--- src/rtl/exec_guard_pkg.sv ---
package exec_guard_pkg;
   localparam int ADDR_W = 32;

   typedef enum logic [1:0] {
      SEL_LO   = 2'd0,
      SEL_HI   = 2'd1,
      SEL_ARM  = 2'd2,
      SEL_NONE = 2'd3
   } guard_sel_e;

   function automatic logic in_window(input logic [ADDR_W-1:0] addr,
                                      input logic [ADDR_W-1:0] base,
                                      input logic [ADDR_W-1:0] size);
      return (addr >= base) && ((addr - base) < size);
   endfunction
endpackage

--- src/rtl/guard_region.sv ---
module guard_region
   import exec_guard_pkg::*;
#(
   parameter int AW = ADDR_W
) (
   input  logic          clk,
   input  logic          rst_n,
   input  logic          we,
   input  logic [1:0]    sel,
   input  logic [AW-1:0] wdata,
   output logic [AW-1:0] lo_q,
   output logic [AW-1:0] hi_q,
   output logic          armed_q
);
   guard_sel_e sel_e;
   logic       open_wr;

   assign sel_e   = guard_sel_e'(sel);
   assign open_wr = we && !armed_q;

   always_ff @(posedge clk) begin
      if (!rst_n) begin
         lo_q    <= '0;
         hi_q    <= '0;
         armed_q <= 1'b0;
      end else if (open_wr) begin
         unique case (sel_e)
            SEL_LO:   lo_q    <= wdata;
            SEL_HI:   hi_q    <= wdata;
            SEL_ARM:  armed_q <= wdata[0];
            default:  ;
         endcase
      end
   end
endmodule

--- src/rtl/guard_classify.sv ---
module guard_classify
   import exec_guard_pkg::*;
#(
   parameter int            AW         = ADDR_W,
   parameter logic [AW-1:0] ROM_BASE   = 32'h0000_0000,
   parameter logic [AW-1:0] ROM_SIZE   = 32'h0000_2000,
   parameter logic [AW-1:0] FWRAM_BASE = 32'hD000_0000,
   parameter logic [AW-1:0] FWRAM_SIZE = 32'h0000_0800,
   parameter logic [AW-1:0] RAM_BASE   = 32'h4000_0000,
   parameter logic [AW-1:0] RAM_WINDOW = 32'h4000_0000,
   parameter logic [AW-1:0] RAM_PHYS   = 32'h0002_0000
) (
   input  logic          fetch_valid,
   input  logic [AW-1:0] fetch_addr,
   input  logic          mem_valid,
   input  logic [AW-1:0] mem_addr,
   input  logic          rom_exec,
   input  logic [AW-1:0] gate_a,
   input  logic [AW-1:0] gate_b,
   input  logic [AW-1:0] lo,
   input  logic [AW-1:0] hi,
   input  logic          armed,
   output logic          fetch_bad,
   output logic          data_bad
);
   logic f_fwram, f_rom, f_gate, f_region, f_beyond, d_beyond;

   assign f_fwram  = in_window(fetch_addr, FWRAM_BASE, FWRAM_SIZE);
   assign f_rom    = in_window(fetch_addr, ROM_BASE, ROM_SIZE);
   assign f_gate   = (fetch_addr == gate_a) || (fetch_addr == gate_b);
   assign f_region = armed && (fetch_addr >= lo) && (fetch_addr <= hi);

   generate
      if (RAM_PHYS >= RAM_WINDOW) begin : g_full_ram
         assign f_beyond = 1'b0;
         assign d_beyond = 1'b0;
      end else begin : g_partial_ram
         assign f_beyond = in_window(fetch_addr, RAM_BASE, RAM_WINDOW) &&
                           !in_window(fetch_addr, RAM_BASE, RAM_PHYS);
         assign d_beyond = in_window(mem_addr, RAM_BASE, RAM_WINDOW) &&
                           !in_window(mem_addr, RAM_BASE, RAM_PHYS);
      end
   endgenerate

   assign fetch_bad = fetch_valid &&
                      (f_fwram || f_beyond || f_region ||
                       (f_rom && !rom_exec && !f_gate));
   assign data_bad  = mem_valid && d_beyond;
endmodule

--- src/rtl/guard_alarm.sv ---
module guard_alarm #(
   parameter int BLINK_HALF = 12_000_000
) (
   input  logic clk,
   input  logic rst_n,
   input  logic cpu_trap,
   output logic trap_seen,
   output logic led
);
   localparam int CW = (BLINK_HALF > 2) ? $clog2(BLINK_HALF) : 1;
   localparam logic [CW-1:0] LAST = CW'(BLINK_HALF - 1);

   logic [CW-1:0] cnt;
   logic          phase;

   always_ff @(posedge clk) begin
      if (!rst_n) begin
         trap_seen <= 1'b0;
         phase     <= 1'b0;
         cnt       <= '0;
      end else if (!trap_seen) begin
         if (cpu_trap) begin
            trap_seen <= 1'b1;
            phase     <= 1'b1;
            cnt       <= '0;
         end
      end else if (cnt == LAST) begin
         cnt   <= '0;
         phase <= !phase;
      end else begin
         cnt <= cnt + 1'b1;
      end
   end

   assign led = trap_seen && phase;
endmodule

--- src/rtl/exec_guard.sv ---
module exec_guard
   import exec_guard_pkg::*;
#(
   parameter logic [31:0] ROM_BASE   = 32'h0000_0000,
   parameter logic [31:0] ROM_SIZE   = 32'h0000_2000,
   parameter logic [31:0] FWRAM_BASE = 32'hD000_0000,
   parameter logic [31:0] FWRAM_SIZE = 32'h0000_0800,
   parameter logic [31:0] RAM_BASE   = 32'h4000_0000,
   parameter logic [31:0] RAM_WINDOW = 32'h4000_0000,
   parameter logic [31:0] RAM_PHYS   = 32'h0002_0000,
   parameter int          CLK_HZ     = 24_000_000,
   parameter int          BLINK_HALF = CLK_HZ / 2
) (
   input  logic        clk,
   input  logic        rst_n,
   input  logic        fetch_valid,
   input  logic [31:0] fetch_addr,
   input  logic        mem_valid,
   input  logic [31:0] mem_addr,
   input  logic        app_mode,
   input  logic        rom_exec_grant,
   input  logic [31:0] gate_a_addr,
   input  logic [31:0] gate_b_addr,
   input  logic        reg_we,
   input  logic [1:0]  reg_sel,
   input  logic [31:0] reg_wdata,
   input  logic        cpu_trap,
   output logic        fetch_zero,
   output logic        violation
   ,output logic       led_red
);
   generate
      if (BLINK_HALF < 2) begin : g_bad_blink
         $error("BLINK_HALF must be at least 2");
      end
      if (ROM_SIZE == 0 || FWRAM_SIZE == 0 || RAM_PHYS == 0) begin : g_bad_map
         $error("address windows must be non-empty");
      end
   endgenerate

   logic [31:0] lo_q, hi_q;
   logic        armed_q;
   logic        rom_exec;
   logic        fetch_bad, data_bad;
   logic        trap_seen;

   assign rom_exec = !app_mode || rom_exec_grant;

   guard_region #(.AW(ADDR_W)) u_region (
      .clk     (clk),
      .rst_n   (rst_n),
      .we      (reg_we),
      .sel     (reg_sel),
      .wdata   (reg_wdata),
      .lo_q    (lo_q),
      .hi_q    (hi_q),
      .armed_q (armed_q)
   );

   guard_classify #(
      .AW(ADDR_W), .ROM_BASE(ROM_BASE), .ROM_SIZE(ROM_SIZE),
      .FWRAM_BASE(FWRAM_BASE), .FWRAM_SIZE(FWRAM_SIZE),
      .RAM_BASE(RAM_BASE), .RAM_WINDOW(RAM_WINDOW), .RAM_PHYS(RAM_PHYS)
   ) u_classify (
      .fetch_valid (fetch_valid),
      .fetch_addr  (fetch_addr),
      .mem_valid   (mem_valid),
      .mem_addr    (mem_addr),
      .rom_exec    (rom_exec),
      .gate_a      (gate_a_addr),
      .gate_b      (gate_b_addr),
      .lo          (lo_q),
      .hi          (hi_q),
      .armed       (armed_q),
      .fetch_bad   (fetch_bad),
      .data_bad    (data_bad)
   );

   guard_alarm #(.BLINK_HALF(BLINK_HALF)) u_alarm (
      .clk       (clk),
      .rst_n     (rst_n),
      .cpu_trap  (cpu_trap),
      .trap_seen (trap_seen),
      .led       (led_red)
   );

   assign fetch_zero = fetch_bad;
   assign violation  = fetch_bad || data_bad;
endmodule

--- config.mk ---
export PLATFORM = sky130hd
export DESIGN_NAME = exec_guard
export DESIGN_NICKNAME = d
export VERILOG_FILES = /design/src/rtl/exec_guard_pkg.sv /design/src/rtl/guard_region.sv /design/src/rtl/guard_classify.sv /design/src/rtl/guard_alarm.sv /design/src/rtl/exec_guard.sv
export SDC_FILE = /design/constraint.sdc
export NUM_CORES = 1
export LEC_CHECK = 0
export ABC_CLOCK_PERIOD_IN_PS = 3500
export BUFFER_PORTS_ARGS = -buffer_cell sky130_fd_sc_hd__buf_2
export CORE_MARGIN = 3
export CORE_UTILIZATION = 45
export CTS_CLUSTER_SIZE = 20
export DETAILED_ROUTE_END_ITERATION = 10
export PLACE_DENSITY = 0.7
export RECOVER_POWER = 25
export SLEW_MARGIN = 30
export SYNTH_ARGS = -nofsm -noshare
export SYNTH_HDL_FRONTEND = slang
export SYNTH_HIERARCHICAL = 1
export SYNTH_SLANG_ARGS = --single-unit
--- constraint.sdc ---
create_clock -name clk -period 3.5 [get_ports clk]
set_input_delay 0.7 -clock clk [delete_from_list [all_inputs] [get_ports clk]]
set_output_delay 0.7 -clock clk [all_outputs]
set_load 0.05 [all_outputs]
==> out/results.tsv <==
metric	value	unit
htree_levels	3	
via_per_inst	5.26	
synthCells	752	
max-clock-path-buffers	2	
dr.pass1.iters	4	
grt_remaining_overflow	0	
place_area	7450	um2
area_growth	27.3	%
diodes	0	
fp.dieW	124	um
yosysWarnings	6	
period_share	0.983	
ys_ff_latch	91	
drt-initial-drc-count	254	
required	2.80	ns
synth_fp_nets	987	
drc	0	
hpwl	13800	um
cts_buffers	9	
whs	0.459	ns
status	completed	
start_kind	input pin	
synth_edf_count	0	
clk_latency	0.34	ns
grt_max_degree	64	
grt_pass1_wl	26300	um
critPathMaxStageDelay	0.26	ns
cts_hold_buf	0	
ys_types	57	
io_pins	173	
power.density	332	nW/um2
clockRootBuffer	clkbuf_16	
critPathKind	input pin to primary output	
p_leak	3.33	nW
critPathSlowestCell	or2_1	
ant_nets	0	
final_hold_viol_count	0	
final-max-slew-violation-count	0	
cpMostUsedCell	buf_4	
synthArstFlopShare	0	
fin_util	0.594	
track_usage	0.222	
maxCapViolations	0	
initial_core_util	0.466	
core_area	13400	um2
layout-drive-gt1-share	0.261	
dp.cells	1100	
relSlewSlack	0.193	
path_cells	buf_2 > xnor2_1 > buf_4 > nand4_1 > nor4_2 > buf_4 > nand2_2 > a41o_1 > a22o_1 > or2_1 > buf_6	
io_buffer_count	155	
synth_area_per_cell	8.31	um2
antenna_found_initial	1	
clkTransAtPathRegs	0.06	ns
routabilityCongestion	0.858	
drt_wl_total	17700	um
clock.fmax	291	MHz
die_h	124	um
grt_pass1_vias	5482	
tritoncts	done	
final_cell_area	7950	um2
hp-class	flip-flop to flip-flop	
nets	1170	
synth-seq-area-share	0.292	
period_needed	3.44	ns
die_area	15300	um2
end_kind	primary output	
tightest_slew	1.20	ns
vdd_drop_max	0.000220	V
setup_viol	0	
fp-row-count	42	
crit_arrival	2.74	ns
path_max_fanout	4	
r2r_setup_slack	1.19	ns
netlist_area	6250	um2
wl_per_cell	15.9	um
ys.flop_type	dfxtp_1	
num_vias	5874	
final_cells	1116	
worst_clock_skew	0.00577	ns
clkSinkCount	91	
==> routing by layer <==
metal | routed length (um) | share of wire | track usage | vias to the layer above
met3 | 1120 | 0.063 | 0.0381 | 18
met1 | 7750 | 0.44 | 0.272 | 2718
met5 | 7 | 0.00040 | 0 | -
met4 | 279 | 0.016 | 0.0685 | 2
met2 | 8560 | 0.48 | 0.395 | 144
li1 | - | - | - | 2992
==> cells in the mapped netlist (all sizes together) (10+ instances only) <==
cell type	number	area (um2)
xnor2	65	569
nand2	131	492
ha	65	813
inv	71	267
nand4	33	219
nor3	10	50.1
nor4	13	87.6
mux2i	65	651
nor2	17	63.8
a21oi	46	230
dfxtp	91	1820
nand3	19	100
o21ai	22	114
buf	15	110
==> cells by family (layout without fill, tap and decap cells) <==
logic type	after synthesis	in the layout	share of synthesized area
and+or+nand+nor	260	260	0.207
AOI/OAI and AO/OA	108	108	0.106
buffers and inverters	95	283	0.0657
DFF	91	91	0.292
xor gates and xnor gates	67	67	0.0939
muxes	66	66	0.106
adders and majority gates	65	65	0.130
==> through the flow <==
stage / setup slack, ns / setup TNS [ns] / power (mW)
2_1_floorplan: 0.0147 / 0 / 1.40
3_3_place_gp: -0.0526 / -0.0526 / 1.63
3_5_place_dp: -0.0916 / -0.0916 / 1.64
4_1_cts: 0.00272 / 0 / 2.64
5_1_grt: -0.00890 / -0.00890 / 2.78
6_report: 0.0609 / 0 / 2.64
==> state kept, by name, summed over array words and instances, names as in the netlist <==
signal,count
u_region/lo_q,32
u_alarm/cnt,24
u_alarm/phase,1
u_region/armed_q,1
u_alarm/trap_seen,1
u_region/hi_q,32
==> layout by cell type (no fill, tap or decap), types with 9 or more instances in the layout <==
cell and instances:
ha_4 10, buf_4 38, mux2i_1 65, ha_1 55, nor4_1 9, nand4_1 31
nor2_1 17, nand3_1 18, xnor2_1 62, o21ai_0 17, inv_1 71, nand2_1 130
nor3_1 10, clkbuf_16 9, a21oi_1 41, buf_2 151, dfxtp_1 91
==> worst max-delay path, delay by kind of cell <==
kind | cells | cell delay, ns
buffers and inverters | 4 | 0.62
AND/OR/NAND/NOR | 4 | 0.72
XOR/XNOR | 1 | 0.20
AO/OA/AOI/OAI | 2 | 0.48
==> repair_timing <==
item	CTS	global route
gates resized for setup	4	31
buffers inserted	0	1
setup endpoints to repair	1	2
pin swaps	2	16
==> where the power goes <==
group,switching (mW),internal (mW)
Clock,0.400,0.592
Combinational,0.295,0.273
Sequential,0.0194,1.07
Total,0.714,1.93
==> cell type report <==
class / instances / area [um2]
tap: 176 / 220
sequential: 91 / 1820
clock inverter: 4 / 48.8
inverter: 72 / 270
clock buffer: 12 / 256
timing repair buffer: 195 / 1110
multi-input combinational: 566 / 4220
fill: 1214 / 5450
==> worst paths after layout <==
path / from / end / depth (start not counted)
setup reg to reg: u_alarm/cnt[1] / u_alarm/cnt[16] / 6
setup / recovery: fetch_addr[21] / violation / 11
hold / removal: u_region/lo_q[21] / u_region/lo_q[21] / 2
hold reg to reg: u_region/lo_q[21] / u_region/lo_q[21] / 2
Power figures use the tool's default switching activity.
